<file path="src/rtl/tirq_pkg.sv">
package tirq_pkg;
    typedef enum logic [0:0] {
        FLAG_CLEAR   = 1'b0,
        FLAG_PENDING = 1'b1
    } flag_state_t;
endpackage

</file>
<file path="src/rtl/tirq_edge.sv">
module tirq_edge #(
    parameter int   STAGES = 2,
    parameter logic IDLE   = 1'b1
) (
    input  logic clk,
    input  logic rst_n,
    input  logic async_i,
    output logic rise_o
);
    logic [STAGES-1:0] chain_q;
    logic              prev_q;

    always_ff @(posedge clk or negedge rst_n) begin
        if (!rst_n) begin
            chain_q <= {STAGES{IDLE}};
            prev_q  <= IDLE;
        end else begin
            chain_q <= {chain_q[STAGES-2:0], async_i};
            prev_q  <= chain_q[STAGES-1];
        end
    end

    assign rise_o = chain_q[STAGES-1] & ~prev_q;
endmodule

</file>
<file path="src/rtl/tirq_flag.sv">
module tirq_flag
    import tirq_pkg::*;
(
    input  logic clk,
    input  logic rst_n,
    input  logic set_i,
    input  logic clr_i,
    output logic pend_o
);
    flag_state_t state_q, state_d;

    always_comb begin
        state_d = state_q;
        unique case (state_q)
            FLAG_CLEAR:   if (set_i) state_d = FLAG_PENDING;
            FLAG_PENDING: if (clr_i && !set_i) state_d = FLAG_CLEAR;
            default:      state_d = FLAG_CLEAR;
        endcase
    end

    always_ff @(posedge clk or negedge rst_n) begin
        if (!rst_n) state_q <= FLAG_CLEAR;
        else        state_q <= state_d;
    end

    always_comb begin
        pend_o = (state_q == FLAG_PENDING);
    end
endmodule

</file>
<file path="src/rtl/tmr_irq_latch.sv">
module tmr_irq_latch #(
    parameter int NCH         = 2,
    parameter int DW          = 8,
    parameter int SYNC_STAGES = 2
) (
    input  logic          clk,
    input  logic          rst_n,
    input  logic          tmr0_i,
    input  logic          tmr1_i,
    input  logic          stat_cs_n,
    input  logic          rd_n,
    input  logic          wr_n,
    input  logic [NCH-1:0] wdata_i,
    output logic [DW-1:0] rdata_o,
    output logic          irq_n
);
    localparam int PAD = DW - NCH;

    logic [NCH-1:0] tmr_w;
    logic [NCH-1:0] rise_w;
    logic [NCH-1:0] flag_q;
    logic           wr_en;
    logic           rd_en;

    assign tmr_w = {tmr1_i, tmr0_i};
    assign wr_en = ~stat_cs_n & ~wr_n;
    assign rd_en = ~stat_cs_n & ~rd_n;

    for (genvar c = 0; c < NCH; c++) begin : g_ch
        tirq_edge #(.STAGES(SYNC_STAGES), .IDLE(1'b1)) edge_i (
            .clk    (clk),
            .rst_n  (rst_n),
            .async_i(tmr_w[c]),
            .rise_o (rise_w[c])
        );
        tirq_flag flag_i (
            .clk   (clk),
            .rst_n (rst_n),
            .set_i (rise_w[c]),
            .clr_i (wr_en & ~wdata_i[c]),
            .pend_o(flag_q[c])
        );
    end

    always_comb begin
        rdata_o = '0;
        if (rd_en) rdata_o = {{PAD{1'b0}}, flag_q};
    end

    assign irq_n = ~|flag_q;
endmodule

</file>
<file path="config.mk">
export PLATFORM = sky130hd
export DESIGN_NAME = tmr_irq_latch
export DESIGN_NICKNAME = d
export VERILOG_FILES = /design/src/rtl/tirq_pkg.sv /design/src/rtl/tirq_edge.sv /design/src/rtl/tirq_flag.sv /design/src/rtl/tmr_irq_latch.sv
export SDC_FILE = /design/constraint.sdc
export NUM_CORES = 1
export LEC_CHECK = 0
export BUFFER_PORTS_ARGS = -buffer_cell sky130_fd_sc_hd__buf_2
export CAP_MARGIN = 20
export CELL_PAD_IN_SITES_DETAIL_PLACEMENT = 1
export CELL_PAD_IN_SITES_GLOBAL_PLACEMENT = 1
export CORE_AREA = 2 2 39 41
export DETAILED_ROUTE_END_ITERATION = 7
export DIE_AREA = 0 0 41 43
export PLACE_DENSITY_LB_ADDON = 0.1
export SLEW_MARGIN = 20
export SYNTH_ARGS = -nofsm -noshare
export SYNTH_HDL_FRONTEND = slang
export SYNTH_SLANG_ARGS = --single-unit
</file>
<file path="constraint.sdc">
create_clock -name clk -period 1.5 [get_ports clk]
set_input_delay 0.075 -clock clk [delete_from_list [all_inputs] [get_ports clk]]
set_output_delay 0.075 -clock clk [all_outputs]
set_load 0.1 [all_outputs]
</file>
Word level (Yosys, flattened, before mapping) --
Cells that the tools add are included.
Operators by class: muxes and demuxes 7, bitwise gates (word level) 15, reduce and logical (&&, ||, !) cells 6
Operator list (count):
- $not A1 Y1 | 9
- $and A1 B1 Y1 | 6
- $mux W1 | 4
- $pmux W1 S2 | 2
- $logic_not A1 Y1 | 3
- $logic_and A1 B1 Y1 | 2
- $mux W2 | 1
- $reduce_or A2 Y1 | 1
Word-level totals: bits in registers 8, input port bits 9, output and inout port bits 9, logic and storage cells 34

Depth between registers and ports, before layout --
Gate-level depths: netlist of the first run.
depth in word-level cells 6, depth in mapped cells 2, mapped depth without buffers 2

Cells and area by module --
From an unflattened synthesis of the first run, not the netlist that was laid out.
Second synthesis, totals: cells, all modules 26, area total of the unflattened synthesis 335.3 um2
Modules (own cells, without submodules):
- tirq_edge | instances 2, cells each 4, area each 92.6 um2, seq. area each 78.8 um2
- tmr_irq_latch | instances 1, cells each 12, area each 77.6 um2, seq. area each 0.0 um2
- tirq_flag | instances 2, cells each 3, area each 36.3 um2, seq. area each 25.0 um2

Worst setup path before layout of the first run --
Ideal clock, no wire load.
kind reg2out, start point reg g_ch[1].flag_i.state_q, end point out rdata_o[1], data arrival time 2538 ps, required time 1425 ps, slack -1113 ps, cell stages (with the launch flop) 2, cell sequence dfrtp_1 nor3b_1
On the way: word-level cells in the longest chain between the ends 1
RTL lines:
- from (decl) | RTL line tirq_flag.sv:10 | flag_state_t state_q, state_d;
- from (signal assigned) | RTL line tirq_flag.sv:23 | else state_q <= state_d;
- $mux W2 | RTL line tmr_irq_latch.sv:47 | if (rd_en) rdata_o = {{PAD{1'b0}}, flag_q};
- to (decl) | RTL line tmr_irq_latch.sv:14 | output logic [DW-1:0] rdata_o,
No other way between the ends.

Final worst setup path of the first run --
start point reg g_ch[0].flag_i.state_q, end point out rdata_o[0]
On the way: word-level cells in the longest chain between the ends 1
RTL lines (RTL line):
- from (decl) | tirq_flag.sv:10
- from (signal assigned) | tirq_flag.sv:23
- $mux W2 | tmr_irq_latch.sv:47
No other way between the ends.

==> results.cfg, run 1 <==
[outcome]
status = finished, final reports clean

[finish]
final_nets = 51
final_cell_area_um2 = 428
drive_gt1_frac = 0.575
regArea_um2 = 208
fin_util = 0.309
multiInputGateArea_um2 = 85.1
antenna_cells = 0
syn_to_final_growth_pct = 39.0
nFillCells = 163

[power_and_ir_drop]
clkPwrFrac = 0.284
p_leak_nw = 0.203
combPwrFrac = 0.270
intPower_mw = 0.355
swShare = 0.354
sequentialPowerShare = 0.446
p_switching_mw = 0.194
irDropWorstVdd_v = 0.000337
power_density_nw_per_um2 = 1280

[placed_design]
placed_area_um2 = 375
dp_hpwl_um = 425
gp_congestion = 0.577
port_buffers = 11
preCtsSetupSlack_ps = 448

[worst_setup_path]
cp_data_required_time_ps = 1420
worstSetupPathType = flop to output pin
endpoint_kind = output pin
worstPathMaxFanout = 3
crit_path_start_kind = flop
cp.arrival_ps = 1230

[synth]
synth_edf_count = 0
synth_seq_cells = 8
synth_top_family_by_area = buffers and inverters
synth_xor_area_frac = 0
ys_seq_area_frac = 0.675
synthSimpleGateAreaFrac = 0.0610
synth_compound_area_frac = 0.0813
synth_top_area_frac = 0.512
netlist_instances = 24
synthTopCellsByArea = dfstp_2 51%, dfrtp_1 16%, buf_4 15%, nor3b_1 4.9%, o31ai_1 4.9%
synth_mux_area_frac = 0
yosysTopAreaCell = dfstp_2
ys_async_sr_fraction = 1.00
syn_area_per_cell_um2 = 12.8
yosys_warnings = 0
ys_types = 9
synth_ff_type = dfstp_2
synth_commonest_cells = 6 x buf_4, 6 x dfstp_2
syn_area_um2 = 308
synth_fa_ha_area_frac = 0

[die]
num_rows = 14
fp.dieW_um = 41
die-height_um = 43
core_area_um2 = 1380
initial_core_util = 0.222
dieArea_um2 = 1760
io_pins = 18

[route]
drcViolationCount = 0
first_pass_iters = 1
wire_per_inst_um = 9.71
via_per_inst = 3.77
num_vias = 211
ant_nets = 0
dr.first_iter.drc_count = 0
routed_wl_um = 544

[timing]
layout_min_cycle_time_ps = 1310
finalCritPeriodShare = 0.872
hold_viol = 0
setup_viol = 0
grt_setup_unrepaired = false
drv_slew = 0
clock.fmax_mhz = 764
skew_ps = 0.132
fin_ws_ps = 192

[clock_tree]
cts_root_buffer = clkbuf_4
cts_tree = done
cts_made_buffers = 3
cts_buffer_depth = 2
clkLatencyLatePin_ps = 240
postCtsSetupBuffers = 0
clkSlewWorstSetupHoldPaths_ps = 50
cts.sinks = 8
htree_levels = 1

[global_route]
track_usage = 0.0815
grt_max_degree = 9
grt_overflow_total = 0
antenna_found_initial = 0
grt_pass1_wl_um = 862
grt_pass1_vias = 222

[hold_path]
holdCritPathClass = primary input to flop

[run]
maxCapViolations = 0
==> power by group through the flow <==
stage	Sequential, mW	Combinational (mW)	Clock [mW]
after global routing	0.247	0.156	0.183
after floorplan	0.246	0.132	0
after detailed placement	0.248	0.143	0
after global placement	0.247	0.142	0
final	0.245	0.148	0.156
after CTS	0.245	0.149	0.167
==> path summary, 6_finish.rpt <==
check	to	slack (ps)	cells after the start	startpoint
max	rdata_o[0]	190	2	g_ch[0].flag_i.pend_o
min reg2reg	g_ch[1].edge_i.chain_q[1]	350	0	g_ch[1].edge_i.chain_q[0]
min	g_ch[0].flag_i.pend_o	70	3	wdata_i[0]
max in group asynchronous	g_ch[1].edge_i.chain_q[1]	1060	2	rst_n
max reg2reg	g_ch[1].flag_i.pend_o	760	2	g_ch[1].edge_i.chain_q[1]
min in group asynchronous	g_ch[0].flag_i.pend_o	200	2	rst_n
==> layout by cell type (no fill, tap or decap), drive strengths merged <==
cell type    netlist  routed
buf                6      11
conb               1       6
dfstp              6       6
clkbuf             0       3
dlygate4sd3        0       3
inv                2       2
o31ai              2       2
o21ai              2       2
dfrtp              2       2
nor3b              2       2
nor2               1       1
==> worst max-delay path: stages (launching register included) <==
cell	delay [ps]
dfrtp_1	370
nor3b_4	180
buf_2	440
==> flip-flops by register name, summed over array words and instances, names as in the netlist <==
name	count
g_ch.edge_i.chain_q	4
g_ch.edge_i.prev_q	2
g_ch.flag_i.pend_o	2
==> logic make-up after synthesis <==
kind of cell / count (synthesis)
buffers and inverters: 8
AO/OA/AOI/OAI: 4
AND/OR/NAND/NOR: 3
flip-flops: 8
other: 1
==> metal layers <==
layer / GRT usage / routed length (um) / vias to the layer above
met5: 0 / 0 / -
met4: 0.0800 / 0 / 0
met3: 0.0471 / 77 / 0
met2: 0.116 / 258 / 16
met1: 0.0741 / 209 / 95
li1: - / - / 100
==> layout make-up <==
cell class                 count  share of cell area
clock buffer                   3              0.0526
inverter                       2              0.0175
timing repair buffer          14               0.199
sequential                     8               0.485
tap                           16              0.0468
multi-input combinational     13               0.199
==> stage by stage <==
stage	total power [mW]	hold slack, ps	cells	setup TNS (ps)
detailed placement	0.392	-75.2	50	0
global placement	0.390	-79.9	50	0
global route	0.586	81.9	56	0
CTS	0.561	69.4	56	0
finish	0.549	68.3	56	0
floorplan	0.378	-221	29	-145
==> what timing repair did <==
| item | in CTS | in global routing |
|---|---|---|
| hold buffers | 3 | 0 |
| endpoints found under the hold margin | 10 | 0 |
| gates resized for setup | 0 | 0 |
No activity file was read; power rests on OpenSTA's default activity.
==> run 2, diff against run 1 <==
--- a/config.mk
+++ b/config.mk
@@ -12,8 +12,10 @@
 export CORE_AREA = 2 2 39 41
 export DETAILED_ROUTE_END_ITERATION = 7
 export DIE_AREA = 0 0 41 43
+export GPL_TIMING_DRIVEN = 0
 export PLACE_DENSITY_LB_ADDON = 0.1
 export SLEW_MARGIN = 20
 export SYNTH_ARGS = -nofsm -noshare
 export SYNTH_HDL_FRONTEND = slang
+export SYNTH_HIERARCHICAL = 1
 export SYNTH_SLANG_ARGS = --single-unit
==> results.cfg, run 2 <==
[clock_tree]
clkLatencyLatePin_ps = 240
cts_root_buffer = clkbuf_4
clkSlewWorstSetupHoldPaths_ps = 50
cts_tree = done
htree_levels = 1
cts_made_buffers = 3
postCtsSetupBuffers = 0
cts.sinks = 8
cts_buffer_depth = 2

[finish]
final_cell_area_um2 = 500
final_common_cell = buf_2
regMostFlops = g_ch.edge_i/chain_q
syn_to_final_growth_pct = 49.3
antenna_cells = 0
final_cell_mix = 11 x buf_2, 6 x buf_4, 6 x conb_1, 6 x dfstp_2
drive_gt1_frac = 0.646
largest_register_ffs = 4
final_nets = 59
nFillCells = 160

[hold_path]
holdCritPathClass = primary input to flop
hold_start = wdata_i[0]
holdPathStages = 4
holdPathEnd = g_ch[0].flag_i/pend_o

[run]
maxCapViolations = 0

[timing]
drv_slew = 0
layout_min_cycle_time_ps = 1320
fin_ws_ps = 183
grt_setup_unrepaired = false
skew_ps = 0.0591
setup_viol = 0
hold_viol = 0
clock.fmax_mhz = 759
finalCritPeriodShare = 0.878

[route]
ant_nets = 0
num_vias = 244
dr.first_iter.drc_count = 0
drcViolationCount = 0
via_per_inst = 3.81
first_pass_iters = 1
wire_per_inst_um = 9.23
routed_wl_um = 591

[global_route]
grt_pass1_vias = 256
grt_pass1_wl_um = 952
grt_overflow_total = 0
antenna_found_initial = 0
track_usage = 0.0844
grt_max_degree = 9

[worst_setup_path]
r2r_slack_ps = 670
worstSetupPathType = flop to output pin
r2r_cells = 2
crit_path_start_kind = flop
worstPathMaxFanout = 3
cpPeakStageDelay_ps = 450
rr_startpoint = g_ch[0].edge_i/prev_q
cp.arrival_ps = 1240
cpMaxStageDelayCell = buf_2
timing.rr.end = g_ch[0].flag_i/pend_o
cp_data_required_time_ps = 1420
path_cells = nor3b_2 -> buf_2
endpoint_kind = output pin

[outcome]
status = finished, final reports clean

[power_and_ir_drop]
irDropWorstVdd_v = 0.000386
clkPwrFrac = 0.271
combPwrFrac = 0.294
p_leak_nw = 0.249
p_switching_mw = 0.197
sequentialPowerShare = 0.435
intPower_mw = 0.371
power_density_nw_per_um2 = 1140
swShare = 0.347

[synth]
netlist_instances = 26
yosysTopAreaCell = dfstp_2
syn_area_um2 = 335
synthTopCellsByArea = dfstp_2 47%, dfrtp_1 15%, buf_4 13%, nor2b_4 8.2%, a21o_1 4.5%
synth_edf_count = 0
ys_types = 10
syn_area_per_cell_um2 = 12.9
ys_seq_area_frac = 0.619
synth_seq_cells = 8
synth_top_area_frac = 0.470
ys_async_sr_fraction = 1.00
synth_ff_type = dfstp_2
synth_commonest_cells = 6 x buf_4, 6 x dfstp_2
yosys_warnings = 6

[placed_design]
port_buffers = 11
placed_area_um2 = 448
gp_congestion = 0.593
preCtsSetupSlack_ps = 433

[die]
initial_core_util = 0.242
io_pins = 18
num_rows = 14
core_area_um2 = 1380
dieArea_um2 = 1760
fp.dieW_um = 41
die-height_um = 43
run 2: cell count changes in the layout (fill, tap and decap cells not counted), sizes merged:
cell / delta
a21o: +2
buf: +6
nor2b: +2
nor3: +2
o21ai: -2
o31ai: -2
run 2: power groups by stage:
| stage | Clock [mW] | Sequential (mW) | Combinational [mW] |
|---|---|---|---|
| floorplan | 0 | 0.248 | 0.137 |
| global placement | 0 | 0.250 | 0.159 |
| detailed placement | 0 | 0.251 | 0.161 |
| CTS | 0.167 | 0.248 | 0.167 |
| global route | 0.174 | 0.250 | 0.175 |
| finish | 0.154 | 0.247 | 0.167 |
run 2: cell families after synthesis:
| group | share of synthesized area |
|---|---|
| AOI/OAI and AO/OA | 0.0448 |
| buffers and inverters | 0.157 |
| and+or+nand+nor | 0.168 |
| DFF | 0.619 |
| other | 0.0112 |
run 2: what timing repair did:
item                                   in CTS  in global routing
resized for setup                           0                  0
endpoints found under the hold margin      10                  0
hold buffers                                3                  0
run 2: final cells by class:
cell class,count,area (um^2),share of cell area
Inverter,2,7.51,0.0150
Timing Repair Buffer,14,85.1,0.170
Sequential cell,8,208,0.415
Clock buffer,3,22.5,0.0450
Buffer,6,45.0,0.0900
Multi-Input combinational cell,15,113,0.225
Tap cell,16,20.0,0.0400
run 2: metal layers:
metal,part of all wire,routed length [um],vias to the layer above,global-route usage
li1,-,-,115,-
met1,0.36,212,112,0.0872
met3,0.16,92,0,0.0157
met4,0,0,0,0.0800
met2,0.48,286,17,0.131
met5,0,0,-,0
run 2: worst max-delay path by stage:
stage,depth (start not counted),from,endpoint
2_1_floorplan,1,g_ch[0].flag_i/pend_o,rdata_o[0]
3_3_place_gp,2,g_ch[1].flag_i/pend_o,rdata_o[1]
3_5_place_dp,2,g_ch[0].flag_i/pend_o,rdata_o[0]
4_1_cts,2,g_ch[0].flag_i/pend_o,rdata_o[0]
5_1_grt,2,g_ch[0].flag_i/pend_o,rdata_o[0]
6_report,2,g_ch[0].flag_i/pend_o,rdata_o[0]
run 2: critical path: cells and delay by family (launching register included):
family / cells / cell delay, ps
and+or+nand+nor: 1 / 180
DFF: 1 / 370
buffers and inverters: 1 / 450
run 2: metrics by stage:
| stage | hold slack [ps] | power (mW) | util | instances | setup TNS, ps |
|---|---|---|---|---|---|
| 3_3_place_gp | -83.4 | 0.409 | 0.324 | 58 | 0 |
| 2_1_floorplan | -221 | 0.385 | - | 31 | -145 |
| 6_report | 109 | 0.568 | 0.362 | 64 | 0 |
| 3_5_place_dp | -75.0 | 0.412 | 0.324 | 58 | 0 |
| 5_1_grt | 122 | 0.598 | 0.362 | 64 | 0 |
| 4_1_cts | 97.8 | 0.582 | 0.362 | 64 | 0 |
==> run 3, diff against run 2 <==
--- a/config.mk
+++ b/config.mk
@@ -14,6 +14,7 @@
 export DIE_AREA = 0 0 41 43
 export GPL_TIMING_DRIVEN = 0
 export PLACE_DENSITY_LB_ADDON = 0.1
+export REMOVE_ABC_BUFFERS = 1
 export SLEW_MARGIN = 20
 export SYNTH_ARGS = -nofsm -noshare
 export SYNTH_HDL_FRONTEND = slang
==> results.cfg, run 3 (same netlist as run 2, synthesis figures left out) <==
[outcome]
status = finished, final reports clean

[global_route]
grt_overflow_total = 0
track_usage = 0.0711
grt_pass1_vias = 226
grt_max_degree = 9
grt_pass1_wl_um = 793
antenna_found_initial = 0

[worst_setup_path]
endpoint_kind = output pin
worstPathMaxFanout = 3
cp_data_required_time_ps = 1420
endpoint = rdata_o[0]
r2r_slack_ps = 670
r2r_cells = 2
cp.arrival_ps = 1270
crit_path_start_kind = flop
worstSetupPathType = flop to output pin
rr_startpoint = g_ch[1].edge_i/prev_q
startpoint = g_ch[0].flag_i/pend_o
timing.rr.end = g_ch[1].flag_i/pend_o

[finish]
layout.cells.non_filler = 58
fin_util = 0.316
final_common_cell = buf_2
nFillCells = 164
regMostFlops = g_ch.edge_i/chain_q
final_cell_area_um2 = 437
antenna_cells = 0
largest_register_ffs = 4
final_nets = 53
drive_gt1_frac = 0.524
syn_to_final_growth_pct = 30.2
final_cell_mix = 11 x buf_2, 6 x conb_1, 6 x dfstp_2, 3 x clkbuf_4, 3 x dlygate4sd3_1

[die]
num_rows = 14
io_pins = 18
core_area_um2 = 1380
fp.dieW_um = 41
initial_core_util = 0.242
die-height_um = 43
dieArea_um2 = 1760

[power_and_ir_drop]
p_leak_nw = 0.210
irDropWorstVdd_v = 0.000374
power_density_nw_per_um2 = 1260

[route]
routed_wl_um = 548
wire_per_inst_um = 9.45
num_vias = 221
first_pass_iters = 1
ant_nets = 0
drcViolationCount = 0
dr.first_iter.drc_count = 0
via_per_inst = 3.81

[timing]
setup_viol = 0
fin_setup_tns_ps = 0
layout_min_cycle_time_ps = 1350
drv_slew = 0
hold_viol = 0
finalCritPeriodShare = 0.900
grt_setup_unrepaired = false
clock.fmax_mhz = 741
skew_ps = 0.106

[placed_design]
placed_area_um2 = 384
port_buffers = 11
dp_cells = 52
gp_congestion = 0.552
dp_hpwl_um = 411

[clock_tree]
cts_buffer_depth = 2
cts_tree = done
clkSlewWorstSetupHoldPaths_ps = 50
postCtsSetupBuffers = 0
cts_root_buffer = clkbuf_4
cts.sinks = 8
clkLatencyLatePin_ps = 240
cts_made_buffers = 3
cts-resized-gates = 0
htree_levels = 1

[hold_path]
holdCritPathClass = primary input to flop

[run]
maxCapViolations = 0
-- run 3: cell count changes in the layout (fill, tap and decap cells not counted), sizes merged --
cell / before / now
buf: 17 / 11
-- run 3: per-stage QoR --
| stage | setup WS (ps) | power, mW | hold WS [ps] |
|---|---|---|---|
| 5_1_grt | 74.5 | 0.582 | 112 |
| 2_1_floorplan | -1110 | 0.367 | -221 |
| 3_3_place_gp | 456 | 0.390 | -80.9 |
| 3_5_place_dp | 393 | 0.392 | -78.2 |
| 6_report | 150 | 0.551 | 105 |
| 4_1_cts | 105 | 0.565 | 99.5 |
-- run 3: final cells by class --
type	instances	area (um^2)	area share
well taps	16	20.0	0.0458
multi-input cells	15	93.8	0.215
flip-flops and latches	8	208	0.476
repair buffers	14	85.1	0.195
clock buffers	3	22.5	0.0516
inverters	2	7.51	0.0172
-- run 3: worst max-delay path, cell delays in order, from the launching register on --
cell     delay, ps
dfrtp_1        360
nor3b_1        200
buf_2          460
-- run 3: how the worst min path moves through the flow --
stage | slack [ps] | startpoint | cells after the start | to
6_report | 110 | wdata_i[1] | 4 | g_ch[1].flag_i/pend_o
5_1_grt | 110 | wdata_i[0] | 4 | g_ch[0].flag_i/pend_o
4_1_cts | 100 | wdata_i[0] | 4 | g_ch[0].flag_i/pend_o
3_5_place_dp | -80 | rst_n | 1 | g_ch[0].flag_i/pend_o
3_3_place_gp | -80 | rst_n | 1 | g_ch[0].flag_i/pend_o
2_1_floorplan | -220 | rst_n | 0 | g_ch[0].flag_i/pend_o
-- run 3: layer usage --
layer,GRT usage,share of wire
met5,0,0
met1,0.0602,0.36
met3,0.0157,0.14
met4,0.0800,0
met2,0.116,0.51
-- run 3: what timing repair did --
item                                   4_1_cts  5_1_grt
endpoints found under the hold margin       10        0
hold buffers                                 3        0
setup endpoints to repair                    0        0
-- run 3: report_power, final --
part           switching, mW  internal, mW
combinational          0.120        0.0281
sequential           0.00875         0.237
clock                 0.0662        0.0911
